File: config.mk
export PLATFORM = sky130hd
export DESIGN_NAME = xlat_perm_check
export DESIGN_NICKNAME = d
export VERILOG_FILES = /design/src/rtl/apc_pkg.sv /design/src/rtl/apc_dom_sel.sv /design/src/rtl/apc_ap_eval.sv /design/src/rtl/apc_arbiter.sv /design/src/rtl/xlat_perm_check.sv
export SDC_FILE = /design/constraint.sdc
export NUM_CORES = 1
export LEC_CHECK = 0
export ABC_AREA = 1
export BUFFER_PORTS_ARGS = -buffer_cell sky130_fd_sc_hd__buf_2
export CORE_ASPECT_RATIO = 1.5
export CORE_MARGIN = 1
export CORE_UTILIZATION = 38
export CTS_CLUSTER_DIAMETER = 50
export CTS_CLUSTER_SIZE = 12
export DETAILED_ROUTE_END_ITERATION = 16
export GPL_ROUTABILITY_DRIVEN = 0
export GPL_TIMING_DRIVEN = 0
export PLACE_DENSITY = 0.78
export SLEW_MARGIN = 20
export SYNTH_ARGS = -nofsm -noshare
export SYNTH_HDL_FRONTEND = slang
export SYNTH_SLANG_ARGS = --single-unit
File: constraint.sdc
create_clock -name clk -period 0.8 [get_ports clk]
set_clock_uncertainty 0.15 [all_clocks]
set_input_delay 0.12 -clock clk [delete_from_list [all_inputs] [get_ports clk]]
set_output_delay 0.12 -clock clk [all_outputs]
set_load 0.005 [all_outputs]
File: src/rtl/apc_pkg.sv
package apc_pkg;

   typedef enum logic [1:0] {
      ACC_READ     = 2'd0,
      ACC_WRITE    = 2'd1,
      ACC_FETCH    = 2'd2,
      ACC_READ_ALT = 2'd3
   } acc_e;

   typedef enum logic [2:0] {
      FLT_NONE   = 3'd0,
      FLT_ALIGN  = 3'd1,
      FLT_DOMAIN = 3'd2,
      FLT_PERM   = 3'd3,
      FLT_UNCPF  = 3'd4
   } fault_e;

   typedef struct packed {
      logic   grant;
      fault_e fault;
      logic   pabt;
      logic   s2;
      logic   use_level;
   } verdict_t;

endpackage

File: src/rtl/apc_dom_sel.sv
module apc_dom_sel #(
   parameter int NDOM  = 16,
   parameter int DOM_W = 4
) (
   input  logic [2*NDOM-1:0] dacr,
   input  logic [DOM_W-1:0]  dom,
   input  logic              long_fmt,
   output logic              dom_fault,
   output logic              dom_mgr
);

   logic [1:0] fld;

   generate
      if ((NDOM & (NDOM - 1)) != 0) begin : g_bad_ndom
         $error("apc_dom_sel: NDOM must be a power of two");
      end
      if (NDOM == 1) begin : g_single
         assign fld = dacr[1:0];
      end else begin : g_multi
         logic [1:0] fields [NDOM];
         for (genvar i = 0; i < NDOM; i++) begin : g_fld
            assign fields[i] = dacr[2*i +: 2];
         end
         assign fld = fields[dom];
      end
   endgenerate

   // 0 and 2 fault, 3 is manager, 1 is client
   assign dom_fault = !long_fmt && !fld[0];
   assign dom_mgr   = !long_fmt && (fld == 2'b11);

endmodule

File: src/rtl/apc_ap_eval.sv
module apc_ap_eval
   import apc_pkg::*;
(
   input  acc_e       acc,
   input  logic       priv,
   input  logic       secure,
   input  logic       stage2,
   input  logic [2:0] ap,
   input  logic [1:0] hap,
   input  logic       xn,
   input  logic       pxn,
   input  logic       long_fmt,
   input  logic       ns,
   input  logic       afe,
   input  logic       wxn,
   input  logic       uwxn,
   input  logic       sif,
   output logic       ap_abt,
   output logic       hap_abt,
   output logic       fetch_abt
);

   logic [2:0] apx;
   logic       is_wr;
   logic       writable;
   logic       s1_abt;
   logic       s1_wr;
   logic       xn_eff;

   assign is_wr = (acc == ACC_WRITE);

   // effective AP
   always_comb begin
      apx = long_fmt ? {ap[1:0], 1'b0} : ap;
      if (long_fmt || afe) apx[0] = 1'b1;
   end

   // first-stage AP decode
   always_comb begin
      s1_abt = 1'b1;
      s1_wr  = 1'b0;
      unique case (apx)
         3'd1: begin s1_abt = !priv;           s1_wr = priv; end
         3'd2: begin s1_abt = !priv && is_wr;  s1_wr = priv; end
         3'd3: begin s1_abt = 1'b0;            s1_wr = 1'b1; end
         3'd5: begin s1_abt = !priv || is_wr;  s1_wr = 1'b0; end
         3'd6,
         3'd7: begin s1_abt = is_wr;           s1_wr = 1'b0; end
         default: begin s1_abt = 1'b1;         s1_wr = 1'b0; end
      endcase
   end

   assign ap_abt   = stage2 ? 1'b0 : s1_abt;
   assign writable = stage2 ? 1'b1 : s1_wr;

   // second-stage permissions
   assign hap_abt = stage2 && (is_wr ? !hap[1] : !hap[0]);

   // execute-never
   assign xn_eff = xn || (writable && wxn) || ((apx == 3'd3) && uwxn && priv);

   // fetch abort terms
   assign fetch_abt = ap_abt || xn_eff || (long_fmt && pxn && priv) ||
                      (secure && ns && sif);

endmodule

File: src/rtl/apc_arbiter.sv
module apc_arbiter
   import apc_pkg::*;
(
   input  logic     cmaint,
   input  logic     walk_hit,
   input  logic     align_hit,
   input  logic     uncpf_hit,
   input  logic     dom_fault,
   input  logic     dom_mgr,
   input  logic     is_fetch,
   input  logic     fetch_abt,
   input  logic     ap_abt,
   input  logic     hap_abt,
   input  logic     stage2,
   output verdict_t verdict
);

   // fixed priority, first hit wins
   always_comb begin
      verdict = '{grant: 1'b0, fault: FLT_NONE, pabt: 1'b0, s2: 1'b0, use_level: 1'b0};
      if (cmaint) begin
         verdict.grant = 1'b1;
      end else if (walk_hit) begin
         verdict.fault     = FLT_PERM;
         verdict.s2        = 1'b1;
         verdict.use_level = 1'b1;
      end else if (align_hit) begin
         verdict.fault = FLT_ALIGN;
         verdict.s2    = stage2;
      end else if (uncpf_hit) begin
         verdict.fault = FLT_UNCPF;
         verdict.pabt  = 1'b1;
         verdict.s2    = stage2;
      end else if (dom_fault) begin
         verdict.fault     = FLT_DOMAIN;
         verdict.pabt      = is_fetch;
         verdict.s2        = stage2;
         verdict.use_level = 1'b1;
      end else if (dom_mgr) begin
         verdict.grant = 1'b1;
      end else if (is_fetch) begin
         if (fetch_abt) begin
            verdict.fault     = FLT_PERM;
            verdict.pabt      = 1'b1;
            verdict.s2        = stage2;
            verdict.use_level = 1'b1;
         end else begin
            verdict.grant = 1'b1;
         end
      end else if (ap_abt || hap_abt) begin
         verdict.fault     = FLT_PERM;
         verdict.s2        = stage2 || !ap_abt;
         verdict.use_level = 1'b1;
      end else begin
         verdict.grant = 1'b1;
      end
   end

endmodule

File: src/rtl/xlat_perm_check.sv
module xlat_perm_check
   import apc_pkg::*;
#(
   parameter int  NDOM  = 16,
   parameter int  AW    = 6,
   parameter int  LVL_W = 2,
   localparam int DOM_W = (NDOM > 1) ? $clog2(NDOM) : 1
) (
   input  logic              clk,
   input  logic              rst_n,
   input  logic              in_valid,
   input  logic [1:0]        in_acc,
   input  logic              in_priv,
   input  logic              in_secure,
   input  logic              in_prefetch,
   input  logic              in_cmaint,
   input  logic              in_walk,
   input  logic              in_stage2,
   input  logic [AW-1:0]     in_addr,
   input  logic [AW-1:0]     in_size_mask,
   input  logic [2:0]        ent_ap,
   input  logic [1:0]        ent_hap,
   input  logic              ent_xn,
   input  logic              ent_pxn,
   input  logic [DOM_W-1:0]  ent_dom,
   input  logic              ent_normal,
   input  logic              ent_nc,
   input  logic              ent_ns,
   input  logic              ent_long,
   input  logic [LVL_W-1:0]  ent_level,
   input  logic [2*NDOM-1:0] ctl_dacr,
   input  logic              ctl_align,
   input  logic              ctl_afe,
   input  logic              ctl_wxn,
   input  logic              ctl_uwxn,
   input  logic              ctl_sif,
   input  logic              ctl_walk_chk,
   output logic              out_valid,
   output logic              out_grant,
   output logic [2:0]        out_fault,
   output logic              out_pabt,
   output logic              out_s2,
   output logic [LVL_W-1:0]  out_level
);

   generate
      if (AW < 1 || AW > 12) begin : g_bad_aw
         $error("xlat_perm_check: AW out of range");
      end
      if (LVL_W < 1) begin : g_bad_lvl
         $error("xlat_perm_check: LVL_W must be positive");
      end
   endgenerate

   acc_e     acc;
   logic     is_fetch;
   logic     walk_hit, align_hit, uncpf_hit;
   logic     dom_fault, dom_mgr;
   logic     ap_abt, hap_abt, fetch_abt;
   verdict_t verdict;

   assign acc      = acc_e'(in_acc);
   assign is_fetch = (acc == ACC_FETCH);

   // screening checks
   assign walk_hit  = in_stage2 && in_walk && ctl_walk_chk && !ent_normal;
   assign align_hit = !is_fetch && (|(in_addr & in_size_mask)) &&
                      (!ent_normal || ctl_align);
   assign uncpf_hit = in_prefetch && ent_nc;

   apc_dom_sel #(.NDOM(NDOM), .DOM_W(DOM_W)) u_dom (
      .dacr      (ctl_dacr),
      .dom       (ent_dom),
      .long_fmt  (ent_long),
      .dom_fault (dom_fault),
      .dom_mgr   (dom_mgr)
   );

   apc_ap_eval u_ap (
      .acc       (acc),
      .priv      (in_priv),
      .secure    (in_secure),
      .stage2    (in_stage2),
      .ap        (ent_ap),
      .hap       (ent_hap),
      .xn        (ent_xn),
      .pxn       (ent_pxn),
      .long_fmt  (ent_long),
      .ns        (ent_ns),
      .afe       (ctl_afe),
      .wxn       (ctl_wxn),
      .uwxn      (ctl_uwxn),
      .sif       (ctl_sif),
      .ap_abt    (ap_abt),
      .hap_abt   (hap_abt),
      .fetch_abt (fetch_abt)
   );

   apc_arbiter u_arb (
      .cmaint    (in_cmaint),
      .walk_hit  (walk_hit),
      .align_hit (align_hit),
      .uncpf_hit (uncpf_hit),
      .dom_fault (dom_fault),
      .dom_mgr   (dom_mgr),
      .is_fetch  (is_fetch),
      .fetch_abt (fetch_abt),
      .ap_abt    (ap_abt),
      .hap_abt   (hap_abt),
      .stage2    (in_stage2),
      .verdict   (verdict)
   );

   // registered verdict
   always_ff @(posedge clk or negedge rst_n) begin
      if (!rst_n) begin
         out_valid <= 1'b0;
         out_grant <= 1'b0;
         out_fault <= 3'd0;
         out_pabt  <= 1'b0;
         out_s2    <= 1'b0;
         out_level <= '0;
      end else begin
         out_valid <= in_valid;
         if (in_valid) begin
            out_grant <= verdict.grant;
            out_fault <= verdict.fault;
            out_pabt  <= verdict.pabt;
            out_s2    <= verdict.s2;
            out_level <= verdict.use_level ? ent_level : '0;
         end
      end
   end

   a_r1_valid_follows: assert property (@(posedge clk) disable iff (!rst_n)
      in_valid |=> out_valid);

   a_r1_valid_idle: assert property (@(posedge clk) disable iff (!rst_n)
      !in_valid |=> !out_valid);

   a_r2_cmaint_grant: assert property (@(posedge clk) disable iff (!rst_n)
      (in_valid && in_cmaint) |=> (out_grant && out_fault == 3'd0 && !out_pabt));

   a_r3_walk_fault: assert property (@(posedge clk) disable iff (!rst_n)
      (in_valid && !in_cmaint && in_stage2 && in_walk && ctl_walk_chk && !ent_normal)
      |=> (out_fault == 3'd3 && !out_pabt && out_s2 && !out_grant));

   a_r4_align_data_side: assert property (@(posedge clk) disable iff (!rst_n)
      (out_valid && out_fault == 3'd1) |-> (!out_pabt && !out_grant));

   a_r5_uncached_pabt: assert property (@(posedge clk) disable iff (!rst_n)
      (out_valid && out_fault == 3'd4) |-> out_pabt);

   a_r1_hold: assert property (@(posedge clk) disable iff (!rst_n)
      !in_valid |=> ($stable(out_grant) && $stable(out_fault)));

endmodule

==> flow_summary.toml <==
[pwr]
p_clk_share_pct = 27.0
power.switching_w = 0.000722
peakVddDrop_mv = 0.766
p_seq_share_pct = 24.7
internal_power_w = 0.00133
sw_frac_of_total_pct = 35.2
cellLeakagePower_nw = 1.20
p_total_w = 0.00205
powerDensity_mw_per_mm2 = 1020
comb_power_share_pct = 48.3

[layout]
n_antenna_cell = 0
fill_cells = 227
drive_gt1_share_pct = 53.9
final_nets = 389
area_growth_pct = 84.6

[clock_network]
path_clk_slew_ns = 0.04
cts_sinks = 9
cts_tree = "done"
cts_hold_buffers = 1
clk_latency_ns = 0.25
root_buffer = "clkbuf_8"
cts_buffer_depth = 2
numCtsBuffers = 3
htree_levels = 1

[sta]
fin_ws_ns = -0.589
hold-worst-slack_ns = -0.135
grt_setup_unrepaired = "yes"
finalSetupViolCount = 17
fin_crit_sh_pct = 174
hold_viol_final = 2
finalSetupTns_ns = -5.82
worst_slew_pin_slew_ns = 0.356
max_slew_margin_pct = 76.2
fmax_mhz = 720
finalMaxSlewViolations = 0
timing.final.crit_period_ns = 1.39

[drt]
drt_drc_violations_left = 0
vias = 1662
firstDrtPassIters = 4
routed_via_density = 4.79
drt_wl_total_um = 4170
ant_nets = 0
avgRoutedWirePerCell_um = 12.0
drt-initial-drc-count = 21

[logic_synthesis]
synth_cells = 204
synth_warnings = 0
synth-seq-cells = 9
synth_seq_area_share_pct = 20.6
synthDistinctLibCells = 20
avgSynthCellArea_um2 = 5.36
syn_nets = 282
syn_area_mm2 = 0.00109

[die]
die_h_um = 67.7
start_util_pct = 40.4
core_area_mm2 = 0.00271
die-area_mm2 = 0.00310
std_cell_rows = 23
io_pins = 87
die_w_um = 45.8

[grt]
gr-total-overflow = 0
grt_max_degree = 11
grt.total_usage_pct = 24.6
grt_pass1_wl_um = 5730
grt_pass1_vias = 1527
antenna_found_initial = 0

[flow_run]
drv_cap = 0

[worst_setup_path]
required_ns = 0.83
cp_max_fo = 5
start_kind = "input port"
arrival_ns = 1.42
rr_worst_depth = 3
r2r-start = "out_level[1]"
r2r_slack_ns = -0.09
crit_path_end_kind = "flop"
crit_type = "in2reg"
r2r_end = "out_level[1]"

[placement]
dp.final_hpwl_um = 2570
io_buffers = 85
dp_slack_ns = -0.809

[run_status]
status = "finished with violations"
violations = "hold timing, setup timing"

[hold_path]
hold_path_startpoint = "in_valid"
min_to = "out_valid"
hold_depth = 1
min_path_type = "in2reg"
[cells by family (layout without fill, tap and decap cells)]
kind of cell | count (synthesis) | in the layout | share of synthesized area, %
flops | 9 | 9 | 20.6
simple gates | 147 | 147 | 56.3
compound gates | 18 | 18 | 9.95
buf+inv | 30 | 136 | 13.2
[sequential cells by signal, summed over array words and instances, names as in the netlist]
name,cells
out_fault,3
out_grant,1
out_level,2
out_pabt,1
out_s2,1
out_valid,1
[worst max-delay path by stage]
stage,startpoint,endpoint,slack (ns),cells after the start
global placement,ent_long,out_level[0],-0.81,15
detailed placement,ent_long,out_level[1],-0.81,15
CTS,ent_long,out_level[1],-0.55,15
global route,ent_dom[0],out_level[1],-0.67,14
floorplan,ent_dom[0],out_level[0],-0.60,16
finish,ent_dom[0],out_level[1],-0.59,14
[layout make-up]
type | count | area, um^2 | share of cell area (%)
Inverter | 27 | 119 | 5.89
Clock buffer | 4 | 45.0 | 2.23
Multi-Input combinational cell | 165 | 908 | 45.0
Tap cell | 37 | 46.3 | 2.29
Buffer | 3 | 50.0 | 2.48
Sequential cell | 9 | 225 | 11.2
Timing Repair Buffer | 102 | 624 | 30.9
[cells in the mapped netlist]
library cell	number	area share, %
inv_1	24	8.2
dfrtp_1	9	21
o21ai_0	4	1.8
inv_2	2	0.69
a22o_1	3	2.4
buf_8	1	1.4
nand4_1	1	0.57
nand2_1	96	33
nand2_2	4	2.3
nor3_2	1	0.92
buf_6	2	2.1
o21ai_1	4	1.8
inv_6	1	0.80
and3_1	1	0.57
nor2_1	18	6.2
nand3_2	2	1.8
o211ai_1	2	1.4
a21oi_1	4	1.8
nand3_1	24	11
o21bai_1	1	0.69
[metal layers]
metal | vias to the layer above | part of all wire (%) | global-route usage (%)
li1 | 849 | - | -
met1 | 729 | 32 | 21.3
met2 | 71 | 60 | 50.4
met3 | 13 | 4.5 | 2.14
met4 | 0 | 3.0 | 14.7
met5 | - | 0 | 0
[through the flow]
stage,instances,instance area [um^2],hold slack [ns],utilization (%)
after CTS,344,1870,-0.131,69.0
final,347,2020,-0.135,74.6
after floorplan,204,1110,-0.326,-
after global placement,326,1580,-0.177,58.5
after global routing,347,2020,-0.136,74.6
after detailed placement,326,1580,-0.176,58.5
[critical path: stages]
cell	delay (ns)
buf_12	0.11
clkinv_8	0.07
buf_16	0.13
o21ai_1	0.19
nand3_1	0.12
nand3_2	0.08
nand2_2	0.07
nand3_4	0.09
nand2_2	0.06
nand2_1	0.06
nand2_1	0.06
nand2_2	0.09
nand3_2	0.08
nand2_2	0.08
[what timing repair did]
| item | in CTS | in global routing |
|---|---|---|
| pin swaps | 18 | 30 |
| endpoints found under the hold margin | 12 | 2 |
| setup buffers | 12 | 3 |
| setup endpoints to repair | 17 | 17 |
| gates cloned | 1 | 0 |
| resized for setup | 32 | 39 |
[cell usage in the layout, fill, tap and decap left out, types with 5 or more instances in the layout]
cell,instances
nand2_1,81
buf_2,81
inv_1,21
nand2_2,19
nand3_2,16
buf_4,12
nand3_1,9
nor2_2,9
dfrtp_1,9
nor2_1,6
o21ai_1,5
buf_6,5
[power by group through the flow]
| stage | clock network (W) | registers [W] | logic [W] |
|---|---|---|---|
| 2_1_floorplan | 0 | 0.000520 | 0.000388 |
| 4_1_cts | 0.000532 | 0.000507 | 0.000844 |
| 3_5_place_dp | 0 | 0.000515 | 0.000695 |
| 6_report | 0.000554 | 0.000507 | 0.000989 |
| 5_1_grt | 0.000590 | 0.000511 | 0.00109 |
| 3_3_place_gp | 0 | 0.000513 | 0.000691 |
Note: power is estimated with default switching activity, not from simulation.
